**src/rtl/vtg_pkg.sv**
```systemverilog
package vtg_pkg;

  localparam int PIX_W       = 10;
  localparam int LINE_W      = 9;
  localparam int HSYNC_PIX   = 60;
  localparam int VSYNC_LINES = 3;

  localparam logic [1:0] MODE_ITU   = 2'b00;
  localparam logic [1:0] MODE_SQ    = 2'b01;
  localparam logic [1:0] MODE_4FSC  = 2'b10;
  localparam logic [1:0] MODE_SPARE = 2'b11;

  typedef struct packed {
    logic [PIX_W-1:0] total;
    logic [PIX_W-1:0] act_start;
    logic [PIX_W-1:0] act_len;
  } hgeom_t;

  function automatic hgeom_t hgeom(input logic pal, input logic [1:0] mode);
    hgeom_t g;
    if (pal) begin
      if (mode == MODE_SQ) g = '{total: 10'd944, act_start: 10'd142, act_len: 10'd768};
      else                 g = '{total: 10'd864, act_start: 10'd130, act_len: 10'd720};
    end else begin
      case (mode)
        MODE_SQ:   g = '{total: 10'd780, act_start: 10'd112, act_len: 10'd640};
        MODE_4FSC: g = '{total: 10'd910, act_start: 10'd134, act_len: 10'd768};
        default:   g = '{total: 10'd858, act_start: 10'd122, act_len: 10'd720};
      endcase
    end
    return g;
  endfunction

  function automatic logic [LINE_W-1:0] field_len(input logic pal, input logic odd);
    if (pal) return odd ? 9'd313 : 9'd312;
    else     return odd ? 9'd263 : 9'd262;
  endfunction

  function automatic logic [LINE_W-1:0] vwin_first(input logic pal);
    return pal ? 9'd24 : 9'd22;
  endfunction

  function automatic logic [LINE_W-1:0] vwin_last(input logic pal);
    return pal ? 9'd311 : 9'd261;
  endfunction

endpackage

```
**src/rtl/vtg_hcount.sv**
```systemverilog
module vtg_hcount
  import vtg_pkg::*;
#(
  parameter int ADJ_W = 6
) (
  input  logic              clk,
  input  logic              rst_n,
  input  logic              pix_en,
  input  logic              restart,
  input  hgeom_t            geom,
  input  logic [ADJ_W-1:0]  adj_start,
  input  logic [ADJ_W-1:0]  adj_stop,
  output logic [PIX_W-1:0]  h_cnt,
  output logic              line_start,
  output logic              hsync_l,
  output logic              hvalid
);
  localparam int SW = PIX_W + 2;

  logic signed [SW-1:0] win_lo, win_hi, pos;

  assign line_start = pix_en && (restart || (h_cnt >= geom.total - 1'b1));

  always_ff @(posedge clk or negedge rst_n) begin
    if (!rst_n)          h_cnt <= '0;
    else if (line_start) h_cnt <= '0;
    else if (pix_en)     h_cnt <= h_cnt + 1'b1;
  end

  always_comb begin
    pos    = $signed({2'b00, h_cnt});
    win_lo = $signed({2'b00, geom.act_start})
           + $signed({{(SW-ADJ_W){adj_start[ADJ_W-1]}}, adj_start});
    win_hi = $signed({2'b00, geom.act_start}) + $signed({2'b00, geom.act_len})
           + $signed({{(SW-ADJ_W){adj_stop[ADJ_W-1]}}, adj_stop});
  end

  assign hsync_l = (h_cnt >= PIX_W'(HSYNC_PIX));
  assign hvalid  = (pos >= win_lo) && (pos < win_hi);

endmodule

```
**src/rtl/vtg_vcount.sv**
```systemverilog
module vtg_vcount
  import vtg_pkg::*;
#(
  parameter int ADJ_W = 6
) (
  input  logic              clk,
  input  logic              rst_n,
  input  logic              line_start,
  input  logic              pal,
  input  logic [ADJ_W-1:0]  adj_start,
  input  logic [ADJ_W-1:0]  adj_stop,
  output logic [LINE_W-1:0] line_no,
  output logic              odd,
  output logic              vsync_l,
  output logic              vvalid
);
  localparam int SW = LINE_W + 2;

  logic [LINE_W-1:0]    flen;
  logic signed [SW-1:0] win_lo, win_hi, pos;

  assign flen = field_len(pal, odd);

  always_ff @(posedge clk or negedge rst_n) begin
    if (!rst_n) begin
      line_no <= LINE_W'(1);
      odd     <= 1'b1;
    end else if (line_start) begin
      if (line_no >= flen) begin
        line_no <= LINE_W'(1);
        odd     <= ~odd;
      end else begin
        line_no <= line_no + 1'b1;
      end
    end
  end

  always_comb begin
    pos    = $signed({2'b00, line_no});
    win_lo = $signed({2'b00, vwin_first(pal)})
           + $signed({{(SW-ADJ_W){adj_start[ADJ_W-1]}}, adj_start});
    win_hi = $signed({2'b00, vwin_last(pal)})
           + $signed({{(SW-ADJ_W){adj_stop[ADJ_W-1]}}, adj_stop});
  end

  assign vsync_l = (line_no > LINE_W'(VSYNC_LINES));
  assign vvalid  = (pos >= win_lo) && (pos <= win_hi);

endmodule

```
**src/rtl/vtg_std_detect.sv**
```systemverilog
module vtg_std_detect #(
  parameter int CNT_W   = 11,
  parameter int PAL_MIN = 288
) (
  input  logic clk,
  input  logic rst_n,
  input  logic line_start,
  input  logic vs_edge,
  output logic det_pal
);
  logic [CNT_W-1:0] fcnt;
  logic             started, have_vote, last_vote, vote;

  assign vote = (fcnt >= CNT_W'(PAL_MIN));

  always_ff @(posedge clk or negedge rst_n) begin
    if (!rst_n) begin
      fcnt      <= '0;
      started   <= 1'b0;
      have_vote <= 1'b0;
      last_vote <= 1'b0;
      det_pal   <= 1'b0;
    end else if (vs_edge) begin
      fcnt    <= '0;
      started <= 1'b1;
      if (started) begin
        last_vote <= vote;
        have_vote <= 1'b1;
        if (have_vote && (vote == last_vote)) det_pal <= vote;
      end
    end else if (line_start && (fcnt != {CNT_W{1'b1}})) begin
      fcnt <= fcnt + 1'b1;
    end
  end

endmodule

```
**src/rtl/vid_timing_gen.sv**
```systemverilog
module vid_timing_gen
  import vtg_pkg::*;
#(
  parameter int ADJ_W     = 6,
  parameter int DET_CNT_W = 11,
  parameter int PAL_MIN   = 288
) (
  input  logic             clk,
  input  logic             rst_n,
  input  logic             pix_en,
  input  logic             std_pal_sel,
  input  logic [1:0]       samp_mode,
  input  logic             auto_std_en,
  input  logic             tv_mode,
  input  logic             hsync_in,
  input  logic             vsync_in,
  input  logic [ADJ_W-1:0] hv_start_adj,
  input  logic [ADJ_W-1:0] hv_stop_adj,
  input  logic [ADJ_W-1:0] vv_start_adj,
  input  logic [ADJ_W-1:0] vv_stop_adj,
  output logic             hvalid,
  output logic             hsync_l,
  output logic             vvalid,
  output logic             vsync_l,
  output logic             odd_field,
  output logic             std_pal
);
  logic              hs_prev, vs_prev, hs_edge, vs_edge;
  logic              det_pal, auto_ok, line_start;
  logic [PIX_W-1:0]  h_cnt;
  logic [LINE_W-1:0] line_no;
  hgeom_t            geom;

  always_ff @(posedge clk or negedge rst_n) begin
    if (!rst_n) begin
      hs_prev <= 1'b0;
      vs_prev <= 1'b0;
    end else if (pix_en) begin
      hs_prev <= hsync_in;
      vs_prev <= vsync_in;
    end
  end

  assign hs_edge = pix_en && hsync_in && !hs_prev;
  assign vs_edge = pix_en && vsync_in && !vs_prev;

  assign auto_ok = auto_std_en && ((samp_mode == MODE_ITU) || (samp_mode == MODE_SPARE));
  assign std_pal = (samp_mode == MODE_4FSC) ? 1'b0 : (auto_ok ? det_pal : std_pal_sel);
  assign geom    = hgeom(std_pal, samp_mode);

  vtg_hcount #(.ADJ_W(ADJ_W)) u_h (
    .clk(clk), .rst_n(rst_n), .pix_en(pix_en),
    .restart(hs_edge && !tv_mode), .geom(geom),
    .adj_start(hv_start_adj), .adj_stop(hv_stop_adj),
    .h_cnt(h_cnt), .line_start(line_start),
    .hsync_l(hsync_l), .hvalid(hvalid)
  );

  vtg_vcount #(.ADJ_W(ADJ_W)) u_v (
    .clk(clk), .rst_n(rst_n), .line_start(line_start), .pal(std_pal),
    .adj_start(vv_start_adj), .adj_stop(vv_stop_adj),
    .line_no(line_no), .odd(odd_field),
    .vsync_l(vsync_l), .vvalid(vvalid)
  );

  vtg_std_detect #(.CNT_W(DET_CNT_W), .PAL_MIN(PAL_MIN)) u_det (
    .clk(clk), .rst_n(rst_n), .line_start(line_start),
    .vs_edge(vs_edge), .det_pal(det_pal)
  );

endmodule

```
**config.mk**
```make
export PLATFORM = sky130hd
export DESIGN_NAME = vid_timing_gen
export DESIGN_NICKNAME = d
export VERILOG_FILES = /design/src/rtl/vtg_pkg.sv /design/src/rtl/vtg_hcount.sv /design/src/rtl/vtg_vcount.sv /design/src/rtl/vtg_std_detect.sv /design/src/rtl/vid_timing_gen.sv
export SDC_FILE = /design/constraint.sdc
export NUM_CORES = 1
export LEC_CHECK = 0
export BUFFER_PORTS_ARGS = -buffer_cell sky130_fd_sc_hd__buf_2
export CORE_MARGIN = 5
export CORE_UTILIZATION = 55
export CTS_CLUSTER_DIAMETER = 100
export CTS_CLUSTER_SIZE = 30
export DETAILED_ROUTE_END_ITERATION = 12
export PLACE_DENSITY = 0.78
export SYNTH_ARGS = -nofsm -noshare
export SYNTH_HDL_FRONTEND = slang
export SYNTH_SLANG_ARGS = --single-unit
```
**constraint.sdc**
```tcl
create_clock -name clk -period 4 [get_ports clk]
set_clock_uncertainty 0.05 [all_clocks]
set_input_delay 0.2 -clock clk [delete_from_list [all_inputs] [get_ports clk]]
set_output_delay 0.2 -clock clk [all_outputs]
set_load 0.02 [all_outputs]
```
# --- After elaboration in Yosys (flattened, before gate mapping) ---
# Cells that the tools add are included.
classes:
  add_sub_neg: 9
  n_lt_le_gt_ge: 9
  n_eq_ne: 5
  mux: 15
  bitwise_logic: 1
  n_reduce_logical: 22
ops:
  columns: ["operator", "n"]
  rows:
  - ["$pmux W28 S2", 1]
  - ["$mux W30", 1]
  - ["$mux W28", 1]
  - ["$mux W11", 2]
  - ["$mux W10", 2]
  - ["$mux W9", 2]
  - ["$add A11 B6 Y12", 1]
  - ["$add A12 B6 Y12", 1]
  - ["$ge A11 B12 Y1", 1]
  - ["$lt A11 B12 Y1", 1]
  - ["$add A10 B10 Y11", 1]
  - ["$add A10 B6 Y11", 1]
  - ["$add A11 B1 Y11 const B", 1]
  - ["$ge A10 B11 Y1", 1]
  - ["$ge A11 B9 Y1 const B", 1]
  - ["$le A10 B11 Y1", 1]
  - ["$logic_and A1 B1 Y1", 11]
  - ["$ne A11 B11 Y1 const B", 1]
  - ["$add A10 B1 Y10 const B", 1]
  - ["$ge A10 B10 Y1", 1]
  - ["$ge A10 B6 Y1 const B", 1]
  - ["$sub A10 B1 Y10 const B", 1]
  - ["$add A9 B1 Y9 const B", 1]
  - ["$ge A9 B9 Y1", 1]
  - ["other kinds (15)", 24]
totals:
  register_bits: 37
  inputBits: 34
  output_inout_bits: 6

# --- Depth between registers and ports, before layout ---
# Gate-level depths: netlist of run 1.
logic_depth:
  depth_word: 13
  mapped_depth: 23

# --- Cells and area by module ---
# A second synthesis of run 1 with hierarchy kept.
hier_totals:
  hier_cells: 562
  hier_area_um2: 4865.9
modules_own_cells:
  columns: ["mod", "n_inst", "cells_each", "area_per_inst_um2", "seq_area_each_um2"]
  rows:
  - ["vtg_hcount", 1, 306, 2514.9, 250.2]
  - ["vtg_vcount", 1, 143, 1298.7, 252.7]
  - ["vtg_std_detect", 1, 81, 792.0, 375.4]
  - ["vid_timing_gen", 1, 32, 260.2, 50.0]

# --- Worst setup path before layout of run 1 ---
# OpenSTA, ideal clock, no wires.
synth_timing:
  path_type: "in2out"
  start: "in samp_mode[0]"
  end: "out hvalid"
  t_arrival_ns: 4.399
  setup_slack_ns: -0.649
  cell_stages: 23
  path_cell_list: "inv_1 -> ha_1 -> nand2_1 -> mux2_2 -> nand2b_1 -> nand2_1 -> o21ai_0 -> inv_1 -> ha_1 -> inv_1 -> ha_1 -> nand2_1 -> o21ai_0 -> o21a_1 -> nor2_1 -> xor2_1 -> ha_1 -> a211o_1 -> a21oi_1 -> o21ai_0 -> o2111ai_1 -> nand2_1 -> a221oi_1"
synth_via:
  elab_chain_len: 10
  word_cells_on_any_way: 17
synth_lines:
  columns: ["item", "line", "text"]
  rows:
  - ["start, declared", "vid_timing_gen.sv:12", "input logic [1:0] samp_mode,"]
  - ["$eq A2 B2 Y1 or $logic_not A2 Y1 (tied branches)", "vid_timing_gen.sv:47", "assign auto_ok = auto_std_en && ((samp_mode == MODE_ITU) || (samp_mode == MODE_SPARE));"]
  - ["$logic_or A1 B1 Y1", "vid_timing_gen.sv:47", null]
  - ["$logic_and A1 B1 Y1", "vid_timing_gen.sv:47", null]
  - ["$mux W1 (2 in series)", "vid_timing_gen.sv:48", "assign std_pal = (samp_mode == MODE_4FSC) ? 1'b0 : (auto_ok ? det_pal : std_pal_sel);"]
  - ["$mux W30 (*)", "vtg_pkg.sv:21", "if (pal) begin"]
  - ["$add A10 B10 Y11", "vtg_hcount.sv:34", "win_hi = $signed({2'b00, geom.act_start}) + $signed({2'b00, geom.act_len})"]
  - ["$add A12 B6 Y12", "vtg_hcount.sv:35", "+ $signed({{(SW-ADJ_W){adj_stop[ADJ_W-1]}}, adj_stop});"]
  - ["$lt A11 B12 Y1", "vtg_hcount.sv:39", "assign hvalid = (pos >= win_lo) && (pos < win_hi);"]
  - ["$logic_and A1 B1 Y1 (*)", "vtg_hcount.sv:39", null]
  - ["end, declared", "vid_timing_gen.sv:21", "output logic hvalid,"]
# Mark *: on every way between the ends. The rest lies on a longest branch, timed or not.

# --- Final worst setup path of run 1 ---
layout_timing:
  start: "reg u_det.det_pal"
  end: "out hvalid"
layout_via:
  elab_chain_len: 7
  word_cells_on_any_way: 9
layout_lines:
  columns: ["item", "line", "text"]
  rows:
  - ["start, declared", "vtg_std_detect.sv:9", "output logic det_pal"]
  - ["start signal, assigned", "vtg_std_detect.sv:29", "if (have_vote && (vote == last_vote)) det_pal <= vote;"]
  - ["$mux W1 (*) (2 in series)", "vid_timing_gen.sv:48", null]
  - ["$mux W30 (*)", "vtg_pkg.sv:21", null]
  - ["$add A10 B10 Y11", "vtg_hcount.sv:34", null]
  - ["$add A12 B6 Y12", "vtg_hcount.sv:35", null]
  - ["$lt A11 B12 Y1", "vtg_hcount.sv:39", null]
  - ["$logic_and A1 B1 Y1 (*)", "vtg_hcount.sv:39", null]
# Marked as above.

==> results.txt, run 1 <==
The worst setup path is launched from a register. The mean cell area of the mapped netlist came out at 8.64 sq um. The number of vias after detailed routing came out at 4000. After layout, the minimum clock period comes to 4.05 ns. The via count of the first global-routing pass came to 4000. The main flop type after synthesis is dfrtp_1. The share of total power in the clock network came out at between 10% and 20%. The share of the clock period used by the worst path after layout came out at 101%.

The remaining design rule violation count came out at 0. The residual antenna-violating net count after detailed routing is 0. The worst endpoint required time is roughly 3.8 ns. By count the netlist is led by ha_1 (88), nand2_1 (38), dfrtp_1 (35), nor2_1 (35), inv_1 (34). The proportion of register bits with asynchronous set or reset after synthesis came out at 100%.

The synthesized net count came out at 622. Of the cells placed in the final design, the portion with a size suffix greater than 1 is 24.2%. The maximum level of the CTS H-tree came out at 2. The core utilization of the finished layout is 68.4%. Ranked by total cell area, the synthesized netlist is headed by ha_1 (26%), dfrtp_1 (20%), o21ai_0 (3.5%). The actual slew at the worst max-slew pin came out at 0.971 ns. The maximum clock path buffer count is 2. The switching part of the total came out at 40.6%. The path class of the tightest hold or removal check is in -> reg. The relative slew slack is a little over a third. The worst setup path is captured at an output port. The met2 track demand over resource in global routing came out at between 40% and 50%. For this run, the register share of the synthesized area comes to a little over a fifth. The checks that failed: negative setup slack.

The met1 demand-to-capacity share in global routing came out at 26.8%. The max-cap violation count came out at 0. In the final design database the tool counted 704 nets.

For this run, the number of Yosys warnings is 0. The post-synthesis to final-layout area growth came out at 21.9%. The number of distinct standard cells referenced by the synthesized netlist came out at 59.

By startpoint and endpoint, the worst setup path is classified as reg -> out. At the end of routability-driven placement, the weighted congestion stood at 0.836. The worst hold slack across all endpoints came out at 0.0942 ns.

The sink count of the clock tree is 37. The final count of hold timing violations came out at 0. The setup slack after placement came out at -0.212 ns. The detailed-router iteration count before antenna repair came out at 4. The effective utilization at floorplan is a little under three fifths.

The port buffer count came out at 39. The cell with the most instances after synthesis is ha_1. Setup repair after global routing could not meet its margin everywhere.

The cell-internal power came out at about 1000 uW. The sequential standard cell area came out at 928 sq um. The overall routed net length is 10800 microns.

The completed layout was analyzed and its total power is 1650 uW. The first global-routing pass estimated 18100 microns of wire. The max-slew violation count is 0. Using the TritonRoute via totals, the vias-per-cell ratio works out to 5.87. The routing usage on met3 came out at under 10%.

The worst setup margin is -0.0492 ns. The global-route usage over all layers is 22.3%. The antenna diode instance count is 0. The synthesized design spends more area on one cell type than any other, namely ha_1.

Combinational logic burns 52.2% of the power. The floorplan die area came out at roughly 9700 sq um. The biggest fanout along the worst timing path came out at 5. The clock latency at the later pin of the worst-skew pair is 0.30 ns. The layer carrying the most global-route usage is met2. Sequential cells burn 31.2% of the power.

After floorplanning, the core was divided into 32 placement rows. The tree is rooted in a clkbuf_8. Counting the buffers created by CTS gives 5. The horizontal extent of the die came out at roughly 98 microns. Setup violations remaining at the end of the flow were counted as 1.

The post-synthesis cell area came out at 4290 sq um. The number of antenna violations at the first check in global routing came out at 0. The total I/O pin count came out at 40.

The count of flip-flops with a built-in enable after synthesis came out at 0. The total power density per cell area is 316 nW/um^2. The maximum number of pins on one net before global-route repair is 38. The area taken by multi-input logic gates is 3390 sq um. The data arrival time of the critical path came out at 3.80 ns. The height of the chip came out at 98.3 microns. The total congestion overflow came out at 0.

The clock edge transition at the registers on the reported setup and hold paths came out at ~0.080 ns. The analysis attributes to net switching a power of around 670 uW. The fill cell total of the finished layout is 590. The flow ran to the end, but the final reports show violations. In this run the standard cell core region covers about 7600 sq um. The synthesized netlist cell count is 496. The wire length per cell after detailed routing is 15.9 microns.

The maximum achievable frequency came out at between 200 and 250 MHz. The number of violations reported at the end of detailed-routing iteration 0 came out at 240. The number of flip-flops and latches in the synthesized netlist came out at 37. The top cell type by area accounts for 25.7% of the synthesized area. The TritonCTS clock tree is built. IR analysis of the VDD net gives a maximum drop of 0.245 mV. The analysis attributes to cell leakage a power of 0.00262 uW. The total half-perimeter wirelength after legalization and detailed placement is 8170 microns.
timing repair:
| action | in CTS | in global routing |
|---|---|---|
| buffers inserted | 3 | 10 |
| endpoints found under the hold margin | 35 | 0 |
| setup endpoints to repair | 2 | 2 |
| hold buffers | 1 | 0 |
| pin swaps | 15 | 20 |
| gates resized for setup | 17 | 14 |
layer usage:
layer / vias up / routed length [microns]
li1: 1986 / -
met1: 1910 / 4580
met2: 78 / 5640
met3: 26 / 362
met4: 0 / 253
met5: - / 0
power groups by stage:
stage	Clock (uW)	Sequential, uW	Combinational [uW]
after global placement	0	517	764
final	275	515	863
after global routing	294	524	981
after floorplan	0	480	581
after CTS	279	513	834
after detailed placement	0	521	805
critical path, cell delays in order (launching register included):
cell and delay [ns]:
dfrtp_1 0.42, mux2_4 0.32, nand2b_4 0.11, nand2_2 0.08
o21ai_4 0.07, inv_2 0.06, ha_4 0.26, inv_2 0.05
ha_4 0.26, nand2_2 0.04, o21ai_2 0.15, o21a_1 0.14
nor2_2 0.05, xor2_1 0.16, ha_1 0.29, a211o_1 0.27
a21oi_2 0.09, o21ai_1 0.07, o2111ai_1 0.08, nand2_1 0.12
a221oi_4 0.27, buf_6 0.15
final cells by class:
type,instances,area share [%]
flip-flops and latches,37,17.8
repair buffers,84,10.8
clock buffers,8,1.72
multi-input cells,416,64.8
inverters,34,2.51
well taps,102,2.44
through the flow:
stage          cell area [sq um]  TNS, ns  cells
2_1_floorplan               4390        0    496
3_3_place_gp                4900   -0.147    659
3_5_place_dp                4900   -0.329    659
4_1_cts                     5080   -0.105    671
5_1_grt                     5230   -0.407    681
6_report                    5230  -0.0492    681
cell usage in the layout (no fill, tap or decap), drive strengths merged, types with 3 or more instances in the layout:
master    n
a211o     3
a211oi    3
a21o     11
a21oi    25
a31o      3
a31oi     7
a41o      5
and3     10
buf      83
clkbuf    8
dfrtp    35
fa        4
ha       88
inv      33
mux2      4
nand2    38
nand2b   17
nand3    13
nand4    10
nor2     36
nor2b     7
nor3     11
nor4      3
o2111ai   4
o211ai    9
o21a      8
o21ai    32
o2bb2ai   7
o31ai     4
xnor2    12
xor2     16
worst paths after layout:
| path | end | cells past startpoint | from | slack [ns] |
|---|---|---|---|---|
| worst min-delay path | vs_prev$_DFFE_PN0P_ | 3 | vsync_in | 0.09 |
| worst max-delay path | hvalid | 21 | u_det.det_pal$_DFFE_PN0P_ | -0.05 |
| worst max register to register | u_v.line_no[0]$_DFFE_PN1P_ | 16 | u_det.det_pal$_DFFE_PN0P_ | 0.58 |
| min in group asynchronous | u_det.fcnt[3]$_DFFE_PN0P_ | 2 | rst_n | 0.49 |
| max in group asynchronous | u_h.h_cnt[9]$_DFFE_PN0P_ | 2 | rst_n | 2.89 |
| worst min register to register | u_det.det_pal$_DFFE_PN0P_ | 2 | u_det.last_vote$_DFFE_PN0P_ | 0.43 |
registers in the layout, indices dropped and copies added, names as in the netlist:
signal	count
hs_prev	1
u_det.det_pal	1
u_det.fcnt	11
u_det.have_vote	1
u_det.last_vote	1
u_det.started	1
u_h.h_cnt	10
u_v.line_no	9
u_v.odd	1
vs_prev	1
kinds of logic after synthesis:
kind of cell | after synthesis | share of synthesized area (%)
AND/OR/NAND/NOR | 158 | 18.7
adder cells (fa/ha/maj) | 92 | 27.6
flip-flops | 37 | 21.7
AO/OA/AOI/OAI | 133 | 21.1
XOR/XNOR | 28 | 5.72
multiplexers | 5 | 1.28
buffers and inverters | 43 | 3.94
Power figures use the tool's default switching activity.
==> run 2, diff against run 1 <==
--- a/config.mk
+++ b/config.mk
@@ -7,11 +7,11 @@
 export LEC_CHECK = 0
 export BUFFER_PORTS_ARGS = -buffer_cell sky130_fd_sc_hd__buf_2
 export CORE_MARGIN = 5
-export CORE_UTILIZATION = 55
+export CORE_UTILIZATION = 60
 export CTS_CLUSTER_DIAMETER = 100
 export CTS_CLUSTER_SIZE = 30
 export DETAILED_ROUTE_END_ITERATION = 12
-export PLACE_DENSITY = 0.78
+export PLACE_DENSITY = 0.8
 export SYNTH_ARGS = -nofsm -noshare
 export SYNTH_HDL_FRONTEND = slang
 export SYNTH_SLANG_ARGS = --single-unit
==> constraint.sdc (replaced) <==
create_clock -name clk -period 4.9 [get_ports clk]
set_clock_uncertainty 0.05 [all_clocks]
set_input_delay 0.245 -clock clk [delete_from_list [all_inputs] [get_ports clk]]
set_output_delay 0.245 -clock clk [all_outputs]
set_load 0.02 [all_outputs]
==> results.txt, run 2 (synthesis results as in run 1) <==
In the final layout, the registers with the most flip-flops are u_det.fcnt x11, u_h.h_cnt x10, u_v.line_no x9. TritonCTS built the clock tree. The relative slew slack came to 37.8% (+2.8 points). The proportion of layout cells with a drive suffix above 1 is 13.5% (-11 points).

The number of vias after detailed routing came out at 3913 (-2.2%). The largest incremental delay on the critical path came out at 0.39 ns (-0.03 ns). The global-route usage over all layers came out at 23.2% (+0.91 points).

The maximum number of pins on one net before global-route repair came out at 38 (unchanged). The maximum clock path buffer count is 2 (unchanged). The max-slew violation count came out at 0 (unchanged).

The data arrival time of the critical path is 4.25 ns (+0.45 ns). The clock edge transition at the registers on the reported setup and hold paths is 0.07 ns (about the same). Timing would allow up to around 220 MHz. The signal on the critical path passes through buf_2, inv_1, ha_1, nand2_1, mux2_2, nand2b_4, buf_4, inv_1, nand2_1, nand2_1, ha_1, a21oi_1, o21ai_1, o21a_1, nor2_2, xor2_1, ha_1, a211o_1, a21oi_1, o21ai_0, o2111ai_1, nand2_1, a221oi_1, buf_2.

The effective utilization at floorplan came out at 62.4% (+6.4 points). The register-to-register setup slack is 1.48 ns (+0.90 ns). The number of violations reported at the end of detailed-routing iteration 0 is 151 (-37%). The sink count of the clock tree came to 37 (unchanged). The setup slack after placement is 0.146 ns (+0.357 ns). The maximum level of the CTS H-tree came out at 2 (unchanged). The antenna diode instance count came to 0 (unchanged). The number of placed instances with taps included came out at 627 (-4.9%).

The residual antenna-violating net count after detailed routing is 0 (unchanged). The flip-flop count of the largest register, all copies and words added was 11 (unchanged). The leakage power total is 0.00243 uW (-7.4%). The final count of hold timing violations is 15 (+15). The core footprint came out at 6870 sq um (-10%). The setup-violating endpoint count in the final report is 0 (-1). The total I/O pin count is 40 (unchanged). The remaining design rule violation count came to 0 (unchanged).

The flow ran to the end, but the final reports show violations. The global-route wire length before repair came out at 17000 microns (-6.0%). The floorplan die area is 8930 sq um (-7.5%). The total congestion overflow is 0 (unchanged). The core utilization of the finished layout is 69.1% (+0.73 points). The total half-perimeter wirelength after legalization and detailed placement is 7780 microns (-4.8%). The capturing element type of the critical path is an output port. The via count of the first global-routing pass came out at 3831 (-4.2%). The actual slew at the worst max-slew pin is 0.929 ns (-0.0417 ns). The number of antenna violations at the first check in global routing was 0 (unchanged).

The height of the chip was 94.5 microns (-3.8%). The worst endpoint required time came out at 4.61 ns (+0.86 ns). The final reports fail on negative hold slack. The port buffer count is 39 (unchanged). The number of gates resized after cts is 0 (-17). The number of buffers inserted by post-CTS setup repair came out at 0 (-3).

The cell with the most instances on the worst path is nand2_1. The clock latency at the later pin of the worst-skew pair is 0.29 ns (about the same). The final estimated routing congestion in global placement came out at 0.913 (+9.2%). The time the worst path needs with I/O delays and setup came out at between 4 and 5 ns.

The cell class contributing the biggest share of worst-path delay is compound AO/OA/AOI/OAI gates. The worst hold slack across all endpoints came out at -0.0153 ns (-0.110 ns). The root buffer cell is clkbuf_8. The final non-filler cell total came to 635 (-6.8%). The worst setup margin came to 0.357 ns (+0.406 ns). The number of buffers added to fix hold violations after cts came to 0 (-1). The total power density per cell area came to 275 nW/um^2 (-13%). The largest vdd supply drop is 0.223 mV (-9.0%). The critical path in this run is classified as in -> out. The final net count is 664 (-5.7%). The worst setup path is launched from an input pin. The final setup TNS is 0 ns (+0.0492 ns).

The critical path buffer and inverter count came out at 5 (+2). The post-synthesis to final-layout area growth is 10.7%. The max-cap violation count was 0 (unchanged). The count of standard-cell rows is 30 (-6.3%). The wire length per cell after detailed routing came out at 15.7 microns (-1.5%). The slowest stage of the critical path is the mux2_2 cell. The horizontal extent of the die came out at 94.5 microns (-3.8%). The number of clock buffers inserted by TritonCTS came out at 5 (unchanged). The detailed-router iteration count before antenna repair came to 4 (unchanged). The share of the clock period used by the worst path after layout is 92.7%.

The overall routed net length is 9950 microns (-8.2%). The top cell types in the final layout, fill and taps aside, are ha_1 (87), buf_2 (39), nand2_1 (37). Leaving out fill and tap cells, the most frequent cell in the layout is ha_1. The register with the most flip-flops in the final layout is u_det.fcnt. In this run the worst hold path is classified as in -> async. The biggest fanout along the worst timing path came out at 8 (+3). The via-per-instance ratio is 6.16 (+4.9%).
run 2: final cells by class:
cell class | count | area, sq um
clock inverters | 1 | 30.0
repair buffers | 44 | 233
well taps | 96 | 120
multi-input cells | 416 | 3220
clock buffers | 7 | 86.3
fillers | 567 | 2120
inverters | 34 | 128
flip-flops and latches | 37 | 928
run 2: routing by layer:
metal	share of wire [%]	GRT usage (%)	vias up
met5	0	0	-
met4	1.7	6.13	0
met3	4.5	2.47	22
met2	52	42.7	115
met1	42	28.7	1866
li1	-	-	1910
run 2: report_power, final:
group / leakage [uW] / switching (uW) / total (uW) / internal, uW
logic: 0.00189 / 328 / 610 / 283
registers: 0.000482 / 78.8 / 419 / 340
clock network: 0.0000585 / 109 / 275 / 166
run 2: path summary, 6_finish.rpt:
check / from / to / cells past startpoint
max: samp_mode[0] / hvalid / 24
min: rst_n / u_det.fcnt[1]$_DFFE_PN0P_ / 1
max reg2reg: u_det.det_pal$_DFFE_PN0P_ / u_v.line_no[0]$_DFFE_PN1P_ / 13
min reg2reg: u_det.last_vote$_DFFE_PN0P_ / u_det.det_pal$_DFFE_PN0P_ / 2
max in group asynchronous: rst_n / u_det.fcnt[6]$_DFFE_PN0P_ / 1
min in group clk: vsync_in / vs_prev$_DFFE_PN0P_ / 3
run 2: through the flow:
step	power (uW)	instance area [sq um]
after detailed placement	1020	4600
after CTS	1300	4710
after global routing	1420	4750
after global placement	992	4600
after floorplan	845	4290
final	1300	4750
==> run 3, diff against run 2 <==
--- a/config.mk
+++ b/config.mk
@@ -7,11 +7,11 @@
 export LEC_CHECK = 0
 export BUFFER_PORTS_ARGS = -buffer_cell sky130_fd_sc_hd__buf_2
 export CORE_MARGIN = 5
-export CORE_UTILIZATION = 60
+export CORE_UTILIZATION = 55
 export CTS_CLUSTER_DIAMETER = 100
 export CTS_CLUSTER_SIZE = 30
 export DETAILED_ROUTE_END_ITERATION = 12
-export PLACE_DENSITY = 0.8
+export PLACE_DENSITY = 0.75
 export SYNTH_ARGS = -nofsm -noshare
 export SYNTH_HDL_FRONTEND = slang
 export SYNTH_SLANG_ARGS = --single-unit
==> results.txt, run 3 (synthesis results as in run 1) <==
The flow ran to the end, and the final reports show no timing, DRC or antenna violations. The library cells used most frequently in the layout, excluding fill and tap cells, are ha_1 (88), buf_2 (38), nand2_1 (37). The final setup TNS came out at 0 ns (unchanged). The proportion of layout cells with a drive suffix above 1 is 13.8% (+0.21 points). The sink count of the clock tree came out at 37 (unchanged).

The number of violations reported at the end of detailed-routing iteration 0 came out at 157 (+4.0%). The number of vias after detailed routing was 3831 (-2.1%). The setup slack after placement is 0.216 ns (+0.0701 ns). The biggest fanout along the worst timing path is 4 (-4). The cell-internal power came out at 823 uW (+4.3%). The final estimated routing congestion in global placement came out at 0.866 (-5.1%).

The floorplan die area is 9660 sq um (+8.1%). The max-slew violation count is 0 (unchanged). The share of total power in the clock network is 23.6% (+2.5 points). Setup repair after global routing left no endpoint under its margin. STA classifies the critical path startpoint as an input pin. The sequential group share of total power was 31.3% (-0.8 points). The post-synthesis to final-layout area growth came out at 11.1%. The total power density per cell area came to 283 nW/um^2 (+3.0%).

In the final layout, the registers with the most flip-flops are u_det.fcnt x11, u_h.h_cnt x10, u_v.line_no x9. The port buffer count came out at 39 (unchanged). Counting flops per register, the top entry is u_det.fcnt. The maximum achievable frequency came out at 220 MHz (about the same). The global-route usage over all layers is 20.9% (-2.2 points). The total I/O pin count is 40 (unchanged). The clock edge transition at the registers on the reported setup and hold paths is 0.08 ns (about the same).

The final net count is 663 (-0.15%). TritonCTS built the clock tree. The cell count of the worst reg-to-reg path was 13 (unchanged). The residual antenna-violating net count after detailed routing is 0 (unchanged). The net switching power came out at 525 uW (+1.9%). The global-route wire length before repair came out at 17200 microns (+1.4%). The critical path is of the in -> out type.

The number of buffers inserted by post-CTS setup repair is 0 (unchanged). The setup-violating endpoint count in the final report is 0 (unchanged). The via-per-instance ratio came out at 5.99 (-2.9%).

The wire length per cell after detailed routing is 15.5 microns (-1.4%). The clock latency at the later pin of the worst-skew pair is 0.30 ns (about the same). The share of the clock period used by the worst path after layout came to 92.7% (about the same). The total congestion overflow is 0 (unchanged). Leaving out fill and tap cells, the most frequent cell in the layout is ha_1. The final count of hold timing violations came to 0 (-15).

The number of placed instances with taps included came out at 632 (+0.80%). The actual slew at the worst max-slew pin was 0.968 ns (+0.0387 ns). STA classifies the critical path endpoint as an output port. The leakage power total is 0.00243 uW (+0.30%). The antenna diode instance count came out at 0 (unchanged). The worst endpoint required time is 4.61 ns (about the same).

The count of standard-cell rows was 32 (+6.7%). The remaining design rule violation count came out at 0 (unchanged). The via count of the first global-routing pass is 3852 (+0.55%).

The path class of the tightest hold or removal check is in -> async. The maximum number of pins on one net before global-route repair came out at 38 (unchanged). The final non-filler cell total is 640 (+0.79%).

The source of the worst register-to-register timing path is u_det.det_pal$_DFFE_PN0P_. The combinational group share of total power came to 45.1% (-1.7 points). The root buffer cell is clkbuf_8. The maximum level of the CTS H-tree is 2 (unchanged). The flip-flop count of the largest register, all copies and words added is 11 (unchanged). The total half-perimeter wirelength after legalization and detailed placement came out at 7600 microns (-2.3%). The number of antenna violations at the first check in global routing is 0 (unchanged). The switching part of the total came out at 39.0% (-0.57 points). The relative slew slack came out at 35.3% (-2.6 points). The height of the chip came out at 98.3 microns (+4.0%).

The horizontal extent of the die is 98.3 microns (+4.0%). The number of clock buffers inserted by TritonCTS came to 5 (unchanged). The detailed-router iteration count before antenna repair came out at 4 (unchanged). The max-cap violation count came out at 0 (unchanged). The core footprint is 7650 sq um (+11%). The start point of the critical path is samp_mode[0]. The worst setup margin is 0.357 ns (+0.000987 ns). The effective utilization at floorplan is 56.1% (-6.4 points). The time the worst path needs with I/O delays and setup came out at 4.54 ns (-0.000987 ns). The maximum clock path buffer count is 2 (unchanged). The overall routed net length came out at 9890 microns (-0.63%). The largest vdd supply drop is 0.235 mV (+5.1%).

The data arrival time of the critical path is 4.25 ns (about the same).
run 3: metal layers:
metal	vias up	global-route usage, %	wire, microns
met1	1814	26.6	4360
met5	-	0	0
met4	0	7.35	192
met3	24	2.79	368
li1	1907	-	-
met2	86	36.3	4970
run 3: timing repair:
item	4_1_cts	5_1_grt
resized for setup	0	10
endpoints found under the setup margin	0	1
hold buffers	0	0
run 3: path summary, 6_finish.rpt:
check,end,slack (ns)
worst max-delay path,hvalid,0.36
worst min-delay path,vs_prev$_DFFE_PN0P_,0.005
worst max register to register,u_v.line_no[0]$_DFFE_PN1P_,1.38
worst min register to register,u_det.det_pal$_DFFE_PN0P_,0.43
max in group asynchronous,u_v.line_no[8]$_DFFE_PN0P_,4.26
min in group clk,hs_prev$_DFFE_PN0P_,0.17
run 3: stage by stage:
stage | power, uW | hold WS (ns) | instance area, sq um | utilization (%)
finish | 1350 | 0.00511 | 4760 | 62.3
global route | 1470 | 0.0650 | 4760 | 62.3
CTS | 1340 | 0.0295 | 4730 | 61.9
detailed placement | 1020 | 0.346 | 4600 | 60.1
global placement | 994 | 0.335 | 4600 | 60.1
floorplan | 845 | -0.101 | 4290 | -
run 3: area by class of cell:
type / instances / area, sq um
repair buffers: 43 / 228
well taps: 102 / 128
inverters: 34 / 128
flip-flops and latches: 37 / 928
clock buffers: 5 / 68.8
multi-input cells: 416 / 3220
clock inverters: 3 / 65.1
fillers: 653 / 2880
run 3: power groups by stage:
stage / registers [uW] / clock network (uW) / logic (uW)
2_1_floorplan: 392 / 0 / 453
3_3_place_gp: 425 / 0 / 569
3_5_place_dp: 426 / 0 / 597
4_1_cts: 420 / 322 / 601
5_1_grt: 428 / 334 / 704
6_report: 422 / 318 / 608
run 3: worst max-delay path, stage by stage:
cell	delay, ns
buf_2	0.11
inv_1	0.06
ha_1	0.30
nand2_1	0.07
mux2_2	0.37
nand2b_4	0.10
nand2_1	0.10
o21ai_2	0.12
inv_1	0.09
ha_1	0.28
inv_1	0.05
ha_1	0.33
nand2_1	0.07
o21ai_1	0.16
o21a_1	0.16
nor2_2	0.05
xor2_1	0.16
ha_1	0.29
a211o_1	0.29
a21oi_1	0.10
o21ai_0	0.10
o2111ai_1	0.11
nand2_1	0.09
a221oi_2	0.26
buf_4	0.18
